## src/rtl/dacwr_pkg.sv

```systemverilog
// Package: shared state encoding and ns-to-cycle conversion for the
// serial DAC write sequencer. Assumes positive integer times.
package dacwr_pkg;

    typedef enum logic [2:0] {
        ST_IDLE,
        ST_SELECT,
        ST_SHIFT,
        ST_DESEL,
        ST_LSETUP,
        ST_LLOW,
        ST_LHOLD,
        ST_DONE
    } dacwr_state_e;

    // Round a minimum time up to whole system-clock cycles, at least one.
    function automatic int ns_to_cyc(input int ns, input int period_ns);
        int c;
        c = (ns + period_ns - 1) / period_ns;
        return (c < 1) ? 1 : c;
    endfunction

    function automatic int max2(input int a, input int b);
        return (a > b) ? a : b;
    endfunction

endpackage

```

## src/rtl/dacwr_timer.sv

```systemverilog
// Module: loadable down-counter that times each phase of the sequencer.
// A load of N-1 makes "expired" rise after N cycles in the phase.
// Assumes load_val fits in W bits.
module dacwr_timer #(
    parameter int W = 4
) (
    input  logic         clk,
    input  logic         rst_n,
    input  logic         load,
    input  logic [W-1:0] load_val,
    output logic         expired
);
    logic [W-1:0] cnt;

    // Count down to zero, reloading on request.
    always_ff @(posedge clk) begin
        if (!rst_n)              cnt <= '0;
        else if (load)           cnt <= load_val;
        else if (cnt != '0)      cnt <= cnt - 1'b1;
    end

    assign expired = (cnt == '0);

    // Counter must never be reloaded from an all-ones value wrap (R3 timing).
    p_tmr_no_wrap_r3: assert property (@(posedge clk) disable iff (!rst_n)
        (!$past(load) && $past(cnt) == '0) |-> cnt == '0);
endmodule

```

## src/rtl/dacwr_shifter.sv

```systemverilog
// Module: frame register that presents its MSB on the serial line.
// It captures a frame on load and moves the next bit to the top on shift.
// Assumes load and shift are never requested together.
module dacwr_shifter #(
    parameter int FRAME_W = 14
) (
    input  logic               clk,
    input  logic               rst_n,
    input  logic               load,
    input  logic [FRAME_W-1:0] frame_in,
    input  logic               shift,
    output logic               msb
);
    logic [FRAME_W-1:0] sr;

    // Capture a new frame or advance by one bit.
    always_ff @(posedge clk) begin
        if (!rst_n)      sr <= '0;
        else if (load)   sr <= frame_in;
        else if (shift)  sr <= {sr[FRAME_W-2:0], 1'b0};
    end

    assign msb = sr[FRAME_W-1];

    // Controller never asks to load and shift in one cycle.
    p_no_load_and_shift_r2: assert property (@(posedge clk) disable iff (!rst_n)
        !(load && shift));
endmodule

```

## src/rtl/dacwr_fsm.sv

```systemverilog
// Module: phase sequencer for one serial DAC write. It walks through
// select, shift (HALVES half-periods), deselect, load setup, load low,
// load hold and done, using an external phase timer. Assumes each
// cycle count is at least 1 and fits in TW bits.
module dacwr_fsm
    import dacwr_pkg::*;
#(
    parameter int TW      = 2,
    parameter int HALVES  = 28,
    parameter int SEL_C   = 2,
    parameter int HALF_C  = 2,
    parameter int DESEL_C = 1,
    parameter int LSET_C  = 1,
    parameter int LLOW_C  = 1,
    parameter int LHOLD_C = 1
) (
    input  logic          clk,
    input  logic          rst_n,
    input  logic          req_valid,
    input  logic          tmr_exp,
    output logic          req_ready,
    output logic          load_frame,
    output logic          shift,
    output logic          tmr_load,
    output logic [TW-1:0] tmr_val,
    output logic          sdi_en,
    output logic          sclk,
    output logic          cs_n,
    output logic          ld_n,
    output logic          done
);
    localparam int HW = $clog2(HALVES);
    localparam logic [HW-1:0] LAST_HALF = HW'(HALVES - 1);

    dacwr_state_e state, state_nx;
    logic [HW-1:0] hcnt, hcnt_nx;

    // Next-state, timer reload and shift decisions.
    always_comb begin
        state_nx   = state;
        hcnt_nx    = hcnt;
        load_frame = 1'b0;
        shift      = 1'b0;
        tmr_load   = 1'b0;
        tmr_val    = '0;
        unique case (state)
            ST_IDLE: if (req_valid) begin
                state_nx   = ST_SELECT;
                load_frame = 1'b1;
                tmr_load   = 1'b1;
                tmr_val    = TW'(SEL_C - 1);
            end
            ST_SELECT: if (tmr_exp) begin
                state_nx = ST_SHIFT;
                hcnt_nx  = '0;
                tmr_load = 1'b1;
                tmr_val  = TW'(HALF_C - 1);
            end
            ST_SHIFT: if (tmr_exp) begin
                tmr_load = 1'b1;
                if (hcnt == LAST_HALF) begin
                    state_nx = ST_DESEL;
                    tmr_val  = TW'(DESEL_C - 1);
                end else begin
                    hcnt_nx = hcnt + 1'b1;
                    tmr_val = TW'(HALF_C - 1);
                    shift   = hcnt[0];
                end
            end
            ST_DESEL: if (tmr_exp) begin
                state_nx = ST_LSETUP;
                tmr_load = 1'b1;
                tmr_val  = TW'(LSET_C - 1);
            end
            ST_LSETUP: if (tmr_exp) begin
                state_nx = ST_LLOW;
                tmr_load = 1'b1;
                tmr_val  = TW'(LLOW_C - 1);
            end
            ST_LLOW: if (tmr_exp) begin
                state_nx = ST_LHOLD;
                tmr_load = 1'b1;
                tmr_val  = TW'(LHOLD_C - 1);
            end
            ST_LHOLD: if (tmr_exp) state_nx = ST_DONE;
            default:               state_nx = ST_IDLE;
        endcase
    end

    // Hold the phase and half-period index.
    always_ff @(posedge clk) begin
        if (!rst_n) begin
            state <= ST_IDLE;
            hcnt  <= '0;
        end else begin
            state <= state_nx;
            hcnt  <= hcnt_nx;
        end
    end

    assign req_ready = (state == ST_IDLE);
    assign sdi_en    = (state == ST_SELECT) || (state == ST_SHIFT);
    assign sclk      = (state == ST_SHIFT) && hcnt[0];
    assign cs_n      = !((state == ST_SELECT) || (state == ST_SHIFT) || (state == ST_DESEL));
    assign ld_n      = (state != ST_LLOW);
    assign done      = (state == ST_DONE);

    // Half-period index stays inside the frame.
    p_half_in_range_r3: assert property (@(posedge clk) disable iff (!rst_n)
        hcnt <= LAST_HALF);
endmodule

```

## src/rtl/dacwr_ctrl.sv

```systemverilog
// Module: top of the serial DAC write sequencer. It takes {addr, code}
// through valid/ready and drives the serial clock, data, active-low
// select and active-low load with every gap derived from ns parameters.
// Assumes CLK_PERIOD_NS is the system clock period.
module dacwr_ctrl
    import dacwr_pkg::*;
#(
    parameter int CLK_PERIOD_NS = 20,
    parameter int CODE_W        = 12,
    parameter int HALF_NS       = 30,
    parameter int SEL_NS        = 30,
    parameter int DESEL_NS      = 20,
    parameter int LSETUP_NS     = 15,
    parameter int LLOW_NS       = 20,
    parameter int LHOLD_NS      = 10
) (
    input  logic              clk,
    input  logic              rst_n,
    input  logic              req_valid,
    output logic              req_ready,
    input  logic [1:0]        req_addr,
    input  logic [CODE_W-1:0] req_code,
    output logic              dac_sclk,
    output logic              dac_sdi,
    output logic              dac_cs_n,
    output logic              dac_ld_n,
    output logic              done
);
    localparam int FRAME_W = 2 + CODE_W;
    localparam int HALVES  = 2 * FRAME_W;
    localparam int SEL_C   = ns_to_cyc(SEL_NS, CLK_PERIOD_NS);
    localparam int HALF_C  = ns_to_cyc(HALF_NS, CLK_PERIOD_NS);
    localparam int DESEL_C = ns_to_cyc(DESEL_NS, CLK_PERIOD_NS);
    localparam int LSET_C  = ns_to_cyc(LSETUP_NS, CLK_PERIOD_NS);
    localparam int LLOW_C  = ns_to_cyc(LLOW_NS, CLK_PERIOD_NS);
    localparam int LHOLD_C = ns_to_cyc(LHOLD_NS, CLK_PERIOD_NS);
    localparam int MAX_C   = max2(max2(max2(SEL_C, HALF_C), max2(DESEL_C, LSET_C)),
                                  max2(LLOW_C, LHOLD_C));
    localparam int TW      = (MAX_C < 2) ? 1 : $clog2(MAX_C);

    logic          load_frame, shift, tmr_load, tmr_exp, sdi_en, msb;
    logic [TW-1:0] tmr_val;

    dacwr_fsm #(
        .TW(TW), .HALVES(HALVES), .SEL_C(SEL_C), .HALF_C(HALF_C),
        .DESEL_C(DESEL_C), .LSET_C(LSET_C), .LLOW_C(LLOW_C), .LHOLD_C(LHOLD_C)
    ) u_fsm (
        .clk(clk), .rst_n(rst_n), .req_valid(req_valid), .tmr_exp(tmr_exp),
        .req_ready(req_ready), .load_frame(load_frame), .shift(shift),
        .tmr_load(tmr_load), .tmr_val(tmr_val), .sdi_en(sdi_en),
        .sclk(dac_sclk), .cs_n(dac_cs_n), .ld_n(dac_ld_n), .done(done)
    );

    dacwr_timer #(.W(TW)) u_tmr (
        .clk(clk), .rst_n(rst_n), .load(tmr_load), .load_val(tmr_val),
        .expired(tmr_exp)
    );

    dacwr_shifter #(.FRAME_W(FRAME_W)) u_sr (
        .clk(clk), .rst_n(rst_n), .load(load_frame),
        .frame_in({req_addr, req_code}), .shift(shift), .msb(msb)
    );

    assign dac_sdi = sdi_en & msb;

    // Load strobe never active while the device is selected.
    p_ld_high_when_selected_r5: assert property (@(posedge clk) disable iff (!rst_n)
        !dac_cs_n |-> dac_ld_n);
    // Serial clock low whenever deselected.
    p_sclk_low_deselected_r3: assert property (@(posedge clk) disable iff (!rst_n)
        dac_cs_n |-> !dac_sclk);
    // Data holds through every high clock phase.
    p_sdi_stable_high_r2: assert property (@(posedge clk) disable iff (!rst_n)
        dac_sclk |-> $stable(dac_sdi));
    // Ready drops right after a request is taken.
    p_ready_drops_r1: assert property (@(posedge clk) disable iff (!rst_n)
        (req_valid && req_ready) |=> !req_ready);
    // Load pulse starts only after select has been high a cycle.
    p_load_setup_r6: assert property (@(posedge clk) disable iff (!rst_n)
        $fell(dac_ld_n) |-> (dac_cs_n && $past(dac_cs_n)));
    // Done follows a completed, released load pulse.
    p_done_after_load_r7: assert property (@(posedge clk) disable iff (!rst_n)
        done |-> (dac_cs_n && dac_ld_n && $past(dac_ld_n) && !req_ready));
endmodule

```

## config.mk

```make
export PLATFORM = sky130hd
export DESIGN_NAME = dacwr_ctrl
export DESIGN_NICKNAME = d
export VERILOG_FILES = /design/src/rtl/dacwr_pkg.sv /design/src/rtl/dacwr_timer.sv /design/src/rtl/dacwr_shifter.sv /design/src/rtl/dacwr_fsm.sv /design/src/rtl/dacwr_ctrl.sv
export SDC_FILE = /design/constraint.sdc
export NUM_CORES = 1
export LEC_CHECK = 0
export BUFFER_PORTS_ARGS = -buffer_cell sky130_fd_sc_hd__buf_2
export CAP_MARGIN = 20
export CORE_MARGIN = 10
export CORE_UTILIZATION = 39
export DETAILED_ROUTE_END_ITERATION = 8
export PLACE_DENSITY = 0.72
export SETUP_SLACK_MARGIN = 0.05
export SLEW_MARGIN = 20
export SYNTH_ARGS = -nofsm -noshare
export SYNTH_HDL_FRONTEND = slang
export SYNTH_SLANG_ARGS = --single-unit
```

## constraint.sdc

```tcl
create_clock -name clk -period 3.2 [get_ports clk]
set_input_delay 0.64 -clock clk [delete_from_list [all_inputs] [get_ports clk]]
set_output_delay 0.64 -clock clk [all_outputs]
set_load 0.05 [all_outputs]
```

==> impl_metrics.py, run 1 <==
metrics = {
    "worst_setup_path": {
        "crit_path_end_kind": "output pin",
        "start_kind": "flop",
        "max_stage_delay_ps": 650,
        "crit_type": "flop to output pin",
        "cp-endpoint": "dac_sclk",
        "regToRegSetupSlack_ps": 910,
        "r2r_start": "u_fsm.state[1]",
        "crit_slowest_cell": "dfxtp_1",
        "r2r_cells": 4,
        "worstPathArrival_ps": 1650,
        "crit_required_ps": 2560,
        "cp_num_cells": 3,
        "worst-path-buf-inv": 1,
        "startpoint": "u_fsm.state[1]",
        "critical-path-top-delay-family": "flip-flops",
        "r2r_end": "u_sr.sr[2]",
        "path_cells": "nand2b_1 -> nor3_1 -> buf_2",
        "path_max_fanout": 17,
    },
    "cells_and_area": {
        "n_fill_cell": 312,
        "stdcell_area_um2": 1350,
        "multiInputGateArea_um2": 683,
        "finalNonFillerCells": 205,
        "ff_latch_area_um2": 460,
        "layout-drive-gt1-share_pct": 22.4,
        "syn_to_final_growth_pct": 11.0,
        "num-nets-final": 180,
        "diodes": 0,
    },
    "sta": {
        "relSlewSlack_pct": 45.7,
        "hold_violations": 0,
        "holdWs_ps": 463,
        "fin_crit_sh_pct": 71.7,
        "rsz0062_at_grt": "false",
        "finalCriticalPeriod_ps": 2290,
        "finalSetupViolations": 0,
        "skew_ps": 10.8,
        "report.final.slew_viol_count": 0,
        "final.setup.tns_ps": 0,
        "fmax_mhz": 436,
        "worst-slew-pin-transition_ps": 810,
    },
    "pwr": {
        "swShare_pct": 34.9,
        "peakVddDrop_uv": 281,
        "power.density_nw_per_um2": 482,
        "switchingPower_w": 0.000227,
        "combPwrFrac_pct": 25.7,
        "p_int_w": 0.000424,
        "leakage_nw": 0.495,
        "clockPowerShare_pct": 20.9,
        "pwr-share-seq_pct": 53.4,
    },
    "global_route": {
        "grt_pass1_wl_um": 4860,
        "antenna_found_initial": 0,
        "grt_pass1_vias": 1148,
        "grt_max_degree": 26,
        "grtUsageTotal_pct": 10.7,
        "gr-total-overflow": 0,
    },
    "die": {
        "coreArea_um2": 3030,
        "num_io_pins": 23,
        "die_height_um": 75.8,
        "die_area_um2": 5750,
        "start_util_pct": 40.2,
        "chipWidth_um": 75.8,
        "rows": 20,
    },
    "routing": {
        "drt_iter0_drc": 47,
        "wire_per_inst_um": 14.3,
        "vias": 1114,
        "post-route-drc-count": 0,
        "routed_wl_um": 2920,
        "dr.pass1.iters": 4,
        "avgViaCountPerCell": 5.43,
        "ant_nets": 0,
    },
    "clocking": {
        "cts_resized": 0,
        "clkLatencyLatePin_ps": 320,
        "post-cts-setup-buffers": 0,
        "cts.htree.levels": 1,
        "clock_sinks": 23,
        "path_clk_slew_ps": 130,
        "cts_root_buffer": "clkbuf_4",
        "cts_tree": "yes",
        "cts_hold_buf": 0,
        "cts_made_buffers": 3,
        "cts_buffer_depth": 2,
    },
    "yosys": {
        "synth_most_common_cell": "dfxtp_1",
        "ys_ff_latch": 23,
        "synth_common_cells": "dfxtp_1, nand2_1, a22oi_1, a21oi_1, o21ai_0",
        "ys_warn_count": 0,
        "async_reset_ff_share_pct": 0,
        "synth_cell_types": 35,
        "ys_seq_area_share_pct": 37.9,
        "yosysTopAreaCellShare_pct": 37.9,
        "synthesis.instances": 146,
        "synth_area_leaders": "dfxtp_1, a22oi_1, nand3_2, nand2_1, a21boi_1",
        "synth.avg_cell_area_um2": 8.33,
        "synth.cell_area_um2": 1220,
        "synth_edf_count": 0,
        "syn-num-nets": 164,
        "synth_flop_cell": "dfxtp_1",
        "yosysTopAreaCell": "dfxtp_1",
    },
    "run": {
        "drv_cap": 0,
    },
    "place": {
        "dpl_cell_area_um2": 1320,
        "place_congestion": 0.803,
        "dp.cells": 201,
        "hpwl_um": 2120,
        "port_buffers": 22,
    },
    "min_path": {
        "hp-class": "flop to flop",
    },
    "outcome": {
        "status": "completed",
    },
}
-- power groups by stage --
stage	Clock, W	Sequential, W	Combinational, W
after global routing	0.000155	0.000352	0.000184
after detailed placement	0	0.000353	0.000167
after CTS	0.000144	0.000346	0.000167
final	0.000136	0.000348	0.000167
after global placement	0	0.000350	0.000159
after floorplan	0	0.000335	0.000143
-- metal layers --
| layer | global-route usage [%] | part of all wire [%] | up-vias |
|---|---|---|---|
| met2 | 17.6 | 45 | 44 |
| met3 | 4.69 | 9.2 | 8 |
| met1 | 11.6 | 44 | 501 |
| li1 | - | - | 561 |
| met4 | 4.74 | 1.7 | 0 |
| met5 | 0 | 0 | - |
-- kinds of logic after synthesis --
family / after synthesis / synth area share (%)
and+or+nand+nor: 57 / 27.7
buffers and inverters: 14 / 5.97
DFF: 23 / 37.9
adders and majority gates: 1 / 1.03
AOI/OAI and AO/OA: 51 / 27.5
-- layout make-up --
cell class | instances | share of cell area, %
clock buffer | 4 | 1.95
tap | 44 | 4.08
sequential | 23 | 34.1
timing repair buffer | 23 | 8.71
inverter | 2 | 0.556
multi-input combinational | 109 | 50.6
-- cells in the final DEF (no fill, tap or decap), types with 2 or more instances in the layout --
| master | netlist | routed |
|---|---|---|
| a21boi_0 | 6 | 6 |
| o22ai_1 | 2 | 2 |
| or3_1 | 2 | 2 |
| nand3_2 | 7 | 7 |
| a21boi_1 | 7 | 7 |
| nor2_1 | 6 | 6 |
| clkbuf_4 | 0 | 3 |
| o21ai_0 | 9 | 9 |
| nand3_1 | 7 | 7 |
| nor2b_1 | 4 | 4 |
| dfxtp_1 | 23 | 23 |
| buf_2 | 1 | 22 |
| nand2b_1 | 4 | 4 |
| a21oi_1 | 10 | 10 |
| a31oi_1 | 2 | 2 |
| a22oi_1 | 11 | 11 |
| inv_1 | 2 | 2 |
| nor3_1 | 3 | 3 |
| nand2_1 | 15 | 15 |
-- registers in the layout, summed over array words and instances, names as in the netlist --
signal and flops:
u_sr.sr 14, u_fsm.hcnt 5, u_fsm.state 3, u_tmr.cnt 1
-- metrics by stage --
step | setup WS (ps) | utilization (%) | total power [W]
detailed placement | 960 | 43.7 | 0.000520
CTS | 918 | 44.6 | 0.000658
finish | 906 | 44.6 | 0.000651
floorplan | 872 | - | 0.000478
global route | 774 | 44.6 | 0.000691
global placement | 1080 | 43.7 | 0.000510
-- worst min path at each step --
stage / slack (ps) / startpoint / depth (start not counted) / endpoint
after floorplan: 420 / u_fsm.hcnt[4] / 1 / u_fsm.hcnt[4]
after global placement: 440 / u_sr.sr[10] / 2 / u_sr.sr[10]
after detailed placement: 450 / u_sr.sr[10] / 2 / u_sr.sr[10]
after CTS: 470 / u_sr.sr[10] / 2 / u_sr.sr[10]
after global routing: 480 / u_sr.sr[1] / 2 / u_sr.sr[1]
final: 460 / u_sr.sr[10] / 2 / u_sr.sr[10]
-- worst reg2reg max path, stage by stage (launching register included) --
cell,delay (ps)
dfxtp_1,650
or4b_4,560
nor3_2,630
a22oi_1,190
a21boi_0,190
Power figures use the tool's default switching activity.
==> run 2: changes to the inputs <==
Settings changed: PLACE_DENSITY 0.72 to 0.74.
Clock period 3.2 ns to 1.9 ns, I/O delays scaled along.
==> run 2 against run 1 <==
Compared with the run above: sequential power rose by 60%; worst hold slack worse by 170 ps; via count shrank 0.45%; flip-flop and latch count is the same; sequential share of layout area down 1.6 points; die area is the same; core utilization is 2.2 points higher; register-to-register slack got worse by 690 ps; count of clock-buffer cells in the layout decreased by 1; final area up 5.0%; power increased by 73%; clock power up 73%; critical endpoint is now dac_ld_n.
==> impl_metrics.py, run 2 (synthesis results as in run 1) <==
metrics = {
    "outcome": {
        "status": "completed",
    },
    "global_route": {
        "grt_pass1_vias": 1088,
        "grt_pass1_wl_um": 4670,
        "grtUsageTotal_pct": 10.4,
        "antenna_found_initial": 0,
        "gr-total-overflow": 0,
        "grt_max_degree": 26,
    },
    "sta": {
        "report.final.slew_viol_count": 0,
        "hold_violations": 0,
        "fmax_mhz": 570,
        "holdWs_ps": 293,
        "rsz0062_at_grt": "true",
        "final.setup.tns_ps": 0,
        "finalSetupViolations": 0,
        "skew_ps": 7.77,
        "worst-slew-pin-transition_ps": 601,
        "fin_crit_sh_pct": 92.3,
        "relSlewSlack_pct": 59.9,
        "finalCriticalPeriod_ps": 1750,
    },
    "routing": {
        "post-route-drc-count": 0,
        "drt_iter0_drc": 68,
        "vias": 1109,
        "routed_wl_um": 2840,
        "wire_per_inst_um": 13.6,
        "ant_nets": 0,
        "dr.pass1.iters": 4,
        "avgViaCountPerCell": 5.31,
    },
    "place": {
        "port_buffers": 22,
        "hpwl_um": 2080,
        "place_congestion": 0.934,
    },
    "cells_and_area": {
        "largestRegisters": "u_sr.sr: 14 flops, u_fsm.hcnt: 5 flops, u_fsm.state: 3 flops",
        "n_fill_cell": 305,
        "largest_reg_flops": 14,
        "final_common_cell": "dfxtp_1",
        "layout-drive-gt1-share_pct": 27.9,
        "diodes": 0,
        "syn_to_final_growth_pct": 16.6,
        "num-nets-final": 184,
        "most-common-layout-cells": "dfxtp_1, buf_2, nand2_1",
        "regMostFlops": "u_sr.sr",
    },
    "die": {
        "die_height_um": 75.8,
        "rows": 20,
        "num_io_pins": 23,
        "coreArea_um2": 3030,
        "die_area_um2": 5750,
        "start_util_pct": 40.2,
        "chipWidth_um": 75.8,
    },
    "clocking": {
        "cts_tree": "yes",
        "clkLatencyLatePin_ps": 320,
        "cts_hold_buf": 0,
        "cts.htree.levels": 1,
        "cts_root_buffer": "clkbuf_4",
        "path_clk_slew_ps": 130,
        "cts_buffer_depth": 2,
        "clock_sinks": 23,
        "cts_made_buffers": 3,
    },
    "worst_setup_path": {
        "crit_required_ps": 1520,
        "r2r_end": "u_sr.sr[3]",
        "startpoint": "u_fsm.state[0]",
        "crit_path_end_kind": "output pin",
        "r2r_start": "u_fsm.hcnt[0]",
        "crit_type": "flop to output pin",
        "start_kind": "flop",
        "regToRegSetupSlack_ps": 220,
        "cp-endpoint": "dac_ld_n",
        "path_max_fanout": 17,
        "r2r_cells": 5,
        "worstPathArrival_ps": 1370,
    },
    "min_path": {
        "hp-class": "input pin to flop",
        "hold_path_depth": 3,
    },
    "run": {
        "drv_cap": 0,
    },
    "pwr": {
        "peakVddDrop_uv": 532,
        "leakage_nw": 0.522,
        "power.density_nw_per_um2": 793,
    },
}
[run 2: worst min-delay path by stage]
stage                       start  slack [ps]       endpoint
floorplan           u_fsm.hcnt[4]         420  u_fsm.hcnt[4]
global placement      u_sr.sr[10]         440    u_sr.sr[10]
detailed placement    u_sr.sr[10]         450    u_sr.sr[10]
CTS                   req_code[0]         270     u_sr.sr[0]
global route          req_code[0]         280     u_sr.sr[0]
finish                req_code[0]         290     u_sr.sr[0]
[run 2: worst max-delay path, stage by stage, from the launching register on]
cell     delay, ps
dfxtp_1        360
buf_4          210
nor2b_2        220
nand2_1         60
buf_2          210
[run 2: final cells by class]
cell class / count / area (um2) / area share [%]
clock buffers: 3 / 22.5 / 1.59
well taps: 44 / 55.1 / 3.88
inverters: 2 / 7.51 / 0.530
repair buffers: 27 / 156 / 11.0
flip-flops and latches: 23 / 460 / 32.5
clock inverters: 1 / 7.51 / 0.530
multi-input cells: 109 / 708 / 50.0
[run 2: power breakdown]
part	switching, W	leakage [nW]	internal [W]
logic	0.000208	0.320	0.000123
clock network	0.000155	0.0139	0.0000805
registers	0.0000305	0.188	0.000527
[run 2: metrics by stage]
stage          utilization, %  power, W  worst slack (ps)  std cells  cell area [um2]
3_5_place_dp             45.0  0.000890              32.3        205             1360
5_1_grt                  46.8   0.00120              55.4        209             1420
4_1_cts                  46.3   0.00113              68.1        209             1400
3_3_place_gp             45.0  0.000877              88.3        205             1360
2_1_floorplan               -  0.000810              85.4        146             1230
6_report                 46.8   0.00112               146        209             1420
[run 2: repair_timing]
item | CTS | global route
buffers inserted | 0 | 0
setup endpoints to repair | 5 | 3
hold endpoints to repair | 0 | 0
gates resized for setup | 2 | 4
[run 2: layer usage]
metal | vias to the layer above | GRT usage [%] | part of all wire [%]
met2 | 27 | 17.5 | 45
met3 | 4 | 4.43 | 7.0
met4 | 0 | 3.09 | 0.88
met5 | - | 0 | 0
li1 | 571 | - | -
met1 | 507 | 11.6 | 47
